[src/rtl/smb_desc_ring.sv]
module smb_desc_ring #(
  parameter int ADDR_W = 16,
  parameter logic [ADDR_W-1:0] BASE_ADDR = '0
) (
  input  logic              clk,
  input  logic              rst_n,
  input  logic              reg_we,
  input  logic [1:0]        reg_addr,
  input  logic [31:0]       reg_wdata,
  output logic [31:0]       reg_rdata,
  output logic              irq,
  output logic              mem_req,
  output logic              mem_we,
  output logic [ADDR_W-1:0] mem_addr,
  output logic [31:0]       mem_wdata,
  input  logic [31:0]       mem_rdata,
  input  logic              mem_ack,
  output logic              eng_valid,
  input  logic              eng_ready,
  output logic [7:0]        eng_tgt,
  output logic [7:0]        eng_wlen,
  output logic [7:0]        eng_rlen,
  output logic [7:0]        eng_ctrl,
  output logic [63:0]       eng_dptr,
  input  logic              eng_done,
  input  logic [7:0]        eng_status,
  input  logic [7:0]        eng_retry,
  input  logic [7:0]        eng_rxcnt,
  input  logic [7:0]        eng_txcnt
);
  localparam int IW = 8;

  typedef enum logic [2:0] {S_IDLE, S_RD0, S_RD2, S_RD3, S_ISSUE, S_WAIT, S_WB} st_t;
  st_t st;

  logic          run, err_en, fl_done, fl_err;
  logic [IW-1:0] head, tail, last;
  logic [31:0]   w0, wb;
  logic [63:0]   dptr;
  logic [1:0]    wsel;

  wire wr_ctl = reg_we && reg_addr == 2'd0;
  wire wr_sts = reg_we && reg_addr == 2'd1;
  wire wr_siz = reg_we && reg_addr == 2'd2;
  wire wb_fin = st == S_WB && mem_ack;
  wire failed = !wb[0];
  wire halt   = wb_fin && failed && w0[31];
  wire busy   = st != S_IDLE;
  wire unused_wbits = &{1'b0, reg_wdata[31:24], reg_wdata[15:8]};

  always_ff @(posedge clk or negedge rst_n) begin
    if (!rst_n) begin
      st <= S_IDLE; run <= 1'b0; err_en <= 1'b0; fl_done <= 1'b0; fl_err <= 1'b0;
      head <= '0; tail <= '0; last <= '0; w0 <= '0; wb <= '0; dptr <= '0;
    end else begin
      if (wr_ctl) begin
        run    <= reg_wdata[0];
        err_en <= reg_wdata[4];
        head   <= reg_wdata[23:16];
      end
      if (halt) run <= 1'b0;
      if (wr_siz) last <= reg_wdata[7:0];
      fl_done <= (fl_done & ~(wr_sts & reg_wdata[5])) | (wb_fin & w0[30]);
      fl_err  <= (fl_err  & ~(wr_sts & reg_wdata[4])) | (wb_fin & failed);
      if (wb_fin) tail <= (tail == last) ? '0 : tail + 1'b1;
      case (st)
        S_IDLE:  if (run && tail != head) st <= S_RD0;
        S_RD0:   if (mem_ack) begin w0 <= mem_rdata; st <= S_RD2; end
        S_RD2:   if (mem_ack) begin dptr[31:0] <= mem_rdata; st <= S_RD3; end
        S_RD3:   if (mem_ack) begin dptr[63:32] <= mem_rdata; st <= S_ISSUE; end
        S_ISSUE: if (eng_ready) st <= S_WAIT;
        S_WAIT:  if (eng_done) begin
                   wb <= {eng_txcnt, eng_rxcnt, eng_retry, eng_status};
                   st <= S_WB;
                 end
        S_WB:    if (mem_ack) st <= S_IDLE;
        default: st <= S_IDLE;
      endcase
    end
  end

  always_comb begin
    case (st)
      S_RD2:   wsel = 2'd2;
      S_RD3:   wsel = 2'd3;
      S_WB:    wsel = 2'd1;
      default: wsel = 2'd0;
    endcase
  end

  assign mem_req   = st == S_RD0 || st == S_RD2 || st == S_RD3 || st == S_WB;
  assign mem_we    = st == S_WB;
  assign mem_addr  = BASE_ADDR + ADDR_W'({tail, wsel, 2'b00});
  assign mem_wdata = wb;

  assign eng_valid = st == S_ISSUE;
  assign eng_tgt   = w0[7:0];
  assign eng_wlen  = w0[15:8];
  assign eng_rlen  = w0[23:16];
  assign eng_ctrl  = w0[31:24];
  assign eng_dptr  = dptr;

  assign irq = fl_done | (fl_err & err_en);

  always_comb begin
    case (reg_addr)
      2'd0:    reg_rdata = {8'h0, head, 11'h0, err_en, 3'h0, run};
      2'd1:    reg_rdata = {8'h0, tail, 10'h0, fl_done, fl_err, 3'h0, busy};
      2'd2:    reg_rdata = {24'h0, last};
      default: reg_rdata = 32'h0;
    endcase
  end
endmodule

[config.mk]
export PLATFORM = sky130hd
export DESIGN_NAME = smb_desc_ring
export DESIGN_NICKNAME = d
export VERILOG_FILES = /design/src/rtl/smb_desc_ring.sv
export SDC_FILE = /design/constraint.sdc
export NUM_CORES = 1
export LEC_CHECK = 0
export CAP_MARGIN = 20
export CORE_MARGIN = 4
export CORE_UTILIZATION = 25
export CTS_BUF_LIST = sky130_fd_sc_hd__clkbuf_16
export CTS_CLUSTER_DIAMETER = 40
export DETAILED_ROUTE_END_ITERATION = 16
export PLACE_DENSITY = 0.55
export SLEW_MARGIN = 30
export SYNTH_ARGS = -nofsm -noshare
export SYNTH_HDL_FRONTEND = slang
export SYNTH_SLANG_ARGS = --single-unit
export TNS_END_PERCENT = 50
[constraint.sdc]
create_clock -name clk -period 1.9 [get_ports clk]
set_input_delay 0.19 -clock clk [delete_from_list [all_inputs] [get_ports clk]]
set_output_delay 0.19 -clock clk [all_outputs]
set_load 0.01 [all_outputs]
# Word-level counts from Yosys, hierarchy flattened
# Index checks and enable logic that the tools add are counted.
[word_totals] register_bits=159 inputBits=104 output_inout_bits=180 wordCells=75
[op_classes] n_addsub=1 n_eq_ne=17 n_mux=13 bitwise_logic=12 n_reduce_logical=20
[op_table] op="$pmux 24 s3" n=1
[op_table] op="$mux 3" n=7
[op_table] op="$pmux 3 s7" n=1
[op_table] op="$ne 2x2->1 const B" n=5
[op_table] op="$eq 3x3->1 const B" n=3
[op_table] op="$add 8x1->8 const B" n=1
[op_table] op="$eq 8x8->1" n=1
[op_table] op="$mux 8" n=1
[op_table] op="$ne 8x8->1" n=1
[op_table] op="$reduce_and 2->1" n=4
[op_table] op="$and 1x1->1" n=7
[op_table] op="$logic_and 1x1->1" n=7
[op_table] op="$reduce_and 7->1" n=1
[op_table] op="$eq 3x2->1 const B" n=2
[op_table] op="$pmux 2 s3" n=1
[op_table] op="$ne 2x1->1 const B" n=2
[op_table] op="$eq 3x1->1 const B" n=1
[op_table] op="$logic_not 3->1" n=1
[op_table] op="$logic_or 1x1->1" n=3
[op_table] op="$or 1x1->1" n=3
[op_table] op="$reduce_bool 3->1" n=1
[op_table] op="$eq 2x1->1 const B" n=1
[op_table] op="$eq 2x2->1 const B" n=1
[op_table] op="$logic_not 2->1" n=1
[op_table] op="other kinds (4)" n=6

# Longest topological paths before layout
[depth] ltp_word=6 depth_mapped=6

# Least setup slack after synthesis
# Ideal clock, no wire load.
[synth_path] kind="register -> register" start="register st[2]" end="register dptr[10] (netlist: eng_dptr[10])" t_arrival_ns=1.389 required_time_ns=1.775 path_slack_ns=0.386 stages_incl_launch_ff=6 synth_period_minus_slack_ns=1.514 cell_sequence="dfrtp_1 > buf_4 > and4bb_2 > buf_2 > buf_4 > mux2_2"
[synth_between] elab_chain_cells=2
[synth_lines] item="from (decl)" line_no="34" source="st_t st;"
[synth_lines] item="from (signal assigned)" line_no="53" source="st <= S_IDLE; run <= 1'b0; err_en <= 1'b0; fl_done <= 1'b0; fl_err <= 1'b0;"
[synth_lines] item="from (signal assigned)" line_no="67" source="S_IDLE: if (run && tail != head) st <= S_RD0;"
[synth_lines] item="from (signal assigned)" line_no="68" source="S_RD0: if (mem_ack) begin w0 <= mem_rdata; st <= S_RD2; end"
[synth_lines] item="$eq 3x2->1" line_no="66" source="case (st)"
[synth_lines] item="$reduce_and 2->1 (no source line)"
[synth_lines] item="to (signal assigned)" line_no="54" source="head <= '0; tail <= '0; last <= '0; w0 <= '0; wb <= '0; dptr <= '0;"
[synth_lines] item="to (signal assigned)" line_no="69" source="S_RD2: if (mem_ack) begin dptr[31:0] <= mem_rdata; st <= S_RD3; end"
[synth_lines] item="to (decl)" line_no="39" source="logic [63:0] dptr;"
# Every way passes these cells.
# A chain may end at the register's enable or synchronous reset.

# Final worst setup path
[layout_path] start="register tail[1]" end="output reg_rdata[17]"
[layout_between] elab_chain_cells=1
[layout_lines] item="from (decl)" line_no="37" source="logic [IW-1:0] head, tail, last;"
[layout_lines] item="from (signal assigned)" line_no="65" source="if (wb_fin) tail <= (tail == last) ? '0 : tail + 1'b1;"
[layout_lines] item="$pmux 24 s3" line_no="106" source="case (reg_addr)"
[layout_lines] item="to (decl)" line_no="10" source="output logic [31:0] reg_rdata,"
# Every way passes these cells.

==> key figures <==
Die
  – Die Y: about 170 um
  – Core box area: 0.02718 mm2
  – DIE WIDTH: between 150 and 200 um
  – Boundary Pins: 284
  – Die area: 0.03057 mm2
  – Initial Utilization: 0.2561
  – # rows: 60

Placement
  – RePlAce Congestion: between 0.7 and 0.8
  – HPWL after DPL: ~14000 um
  – # port buffers: 245
  – Pre-CTS setup slack: -0.08131 ns
  – Placed Area: 0.009921 mm2

Detailed routing
  – Detailed Routing Iterations Pass 1: 4
  – DR iter-0 viols: 144
  – # DRC: 0
  – Routed Antenna Nets: 0
  – Wire per inst: 16.58 um
  – Vias per inst: approximately 4.2
  – DR vias: between 4000 and 5000
  – Routed WL: roughly 19000 um

Power and ir drop
  – Seq pwr share: 0.353
  – Leakage power: about 4.5 nW
  – Sw frac: 0.3172
  – Worst IR Drop VDD: about 0.65 mV
  – Switch Pwr: around 5.3 mW
  – Internal power: roughly 11 mW
  – Combinational Power Share: 0.437
  – P per Cell Area: 1564 mW/mm2
  – Clock power frac: 0.210

Layout
  – Final core utilization: 0.3900
  – Most frequent cells in the layout: 234 x clkdlybuf4s50_1, 148 x dfrtp_1, 114 x mux2_2
  – # diodes: 0
  – Fin area: roughly 0.011 mm2
  – Fill cells: roughly 2700
  – Commonest non-fill, non-tap cell in the layout: clkdlybuf4s50_1
  – Area growth syn-to-layout: 52.30%
  – Share of cells above drive strength 1: 0.2980
  – NumNets Final: between 800 and 900
  – Register area: ~0.0040 mm2
  – Multi-input logic area: roughly 0.0027 mm2

Worst setup path
  – Critical Path RT: around 1.7 ns
  – CP Capture Type: output port
  – Critical Path Fanout Max: 7
  – CP delay by family, top: buffers and inverters
  – Crit start category: flip-flop
  – Critical Path Max Stage Delay: around 0.54 ns
  – Worst Path Arrival: approximately 1.6 ns
  – Worst path cell trace: mux2i_1 > nor2_1 > clkdlybuf4s50_1
  – WP buf/inv: 1
  – FF-to-FF setup slack: 0.22 ns
  – Worst path slowest cell: clkdlybuf4s50_1
  – Setup Crit Path Kind: flip-flop to output port

Timing
  – Total Neg Setup Slack: 0 ns
  – Unrepaired setup endpoints after global routing: false
  – Tmin final: approximately 1.8 ns
  – Fin crit share: 0.9541
  – Worst Slack Setup Final: 0.08726 ns
  – Slew Viols, Final: 0
  – FMAX: roughly 0.55 GHz
  – Clk_skew: ~0.023 ns
  – Final setup vio count: 0
  – Final Hold Viols: 0

CTS
  – CTS root buffer: clkbuf_16
  – Clock slew at reported path FFs: around 0.080 ns
  – CTS tree: built
  – Num CTS Buffers: 17
  – CTS sink cnt: between 150 and 200
  – H-tree levels: 4
  – Clk_lat worst skew: roughly 0.43 ns
  – Clock buffer depth: 2

Yosys
  – Flops & latches, synth: ~160
  – Post-synthesis instance area: just under 0.007 mm2
  – Yosys warning total: 0
  – Synth unique cells: 39
  – Seq/Total Area, Yosys: 0.5717
  – Syn avg cell area: about 14 um2
  – Synth Instances: around 490

Global routing
  – Gr usage total: 0.1238
  – Vias in the first global route: approximately 5100
  – Grt ovf: 0
  – First-pass GRT wire length: approximately 30000 um
  – Largest net degree at the start of global routing: 49
  – Antenna violations before repair: 0

Min path
  – Hold Path Class: input pin to asynchronous set/reset pin

Run
  – Max Cap Viol: 0

Outcome
  – Status: complete, no violations
[layer usage]
metal  global-route usage  routed length (um)  vias to the layer above
li1                     -                   -                     2190
met1               0.1552                8273                     2360
met2               0.1980                8631                      187
met3              0.05604                1808                        7
met4              0.02651                 136                        0
met5                    0                   0                        -
[path summary, 6_finish.rpt]
| path | startpoint | to | cells past startpoint |
|---|---|---|---|
| max in group asynchronous | rst_n | st[0] | 3 |
| hold reg to reg | eng_dptr[62] | eng_dptr[62] | 1 |
| hold / removal | rst_n | mem_wdata[9] | 2 |
| min in group clk | eng_retry[1] | mem_wdata[9] | 2 |
| setup reg to reg | st[2] | eng_dptr[14] | 4 |
| setup / recovery | tail[1] | reg_rdata[17] | 3 |
[kinds of logic after synthesis]
family                     after synthesis  share of synthesized area
other                                    1                  0.0005389
AOI/OAI and AO/OA                       27                    0.02409
adders and majority gates                1                   0.001798
and+or+nand+nor                         69                    0.05897
xor gates and xnor gates                20                    0.02517
DFF                                    159                     0.5717
buffers and inverters                   52                    0.05106
muxes                                  156                     0.2666
[power by group through the flow]
stage / combinational, mW / clock (mW) / sequential (mW)
2_1_floorplan: 2.75 / 0 / 6.42
3_3_place_gp: 7.31 / 0 / 5.88
3_5_place_dp: 7.34 / 0 / 5.91
4_1_cts: 7.41 / 3.65 / 5.86
5_1_grt: 7.76 / 3.78 / 6.08
6_report: 7.25 / 3.49 / 5.84
[synth_stat cells (all sizes together)]
cell type,instances,area share
a211oi,1,0.0011
a21o,2,0.0022
a21oi,7,0.0050
a22o,2,0.0025
a31oi,1,0.00090
and2,9,0.0081
and3,2,0.0018
and3b,2,0.0025
and4b,1,0.0014
and4bb,1,0.0018
buf,46,0.048
clkbuf,6,0.0032
conb,1,0.00054
dfrtp,159,0.57
ha,1,0.0018
mux2,145,0.25
mux2i,11,0.016
nand2,13,0.0070
nand2b,2,0.0018
nand3,3,0.0029
nand3b,1,0.0011
nand4,6,0.0054
nand4b,4,0.0072
nor2,14,0.0076
nor2b,4,0.0040
nor3,3,0.0022
nor3b,4,0.0043
o211ai,2,0.0022
o21ai,11,0.0079
o32ai,1,0.0023
xnor2,19,0.024
xor2,1,0.0013
[repair_timing]
| action | in CTS | in global routing |
|---|---|---|
| hold buffers | 1 | 0 |
| setup endpoints to repair | 14 | 9 |
| endpoints found under the hold margin | 42 | 0 |
| buffers inserted | 4 | 0 |
| resized for setup | 12 | 11 |
[registers in the layout (all words and copies together) (netlist names)]
| signal | flops |
|---|---|
| fl_err | 1 |
| tail | 8 |
| w0 | 32 |
| fl_done | 1 |
| mem_wdata | 32 |
| err_en | 1 |
| head | 8 |
| last | 8 |
| run | 1 |
| st | 3 |
| eng_dptr | 64 |
[metrics by stage]
| stage | cells | hold slack, ns | power [mW] |
|---|---|---|---|
| floorplan | 506 | -0.1056 | 9.167 |
| detailed placement | 1100 | 0.1702 | 13.24 |
| global placement | 1100 | 0.1733 | 13.20 |
| global route | 1137 | 0.2792 | 17.63 |
| CTS | 1137 | 0.2505 | 16.92 |
| finish | 1137 | 0.2489 | 16.58 |
[final cells by class]
type                    count  area share
multi-input cells         295      0.2559
flip-flops and latches    159      0.3767
clock inverters            15     0.01747
repair buffers            279      0.2658
well taps                 372     0.04391
clock buffers              17     0.04014
No activity file was read; power rests on OpenSTA's default activity.
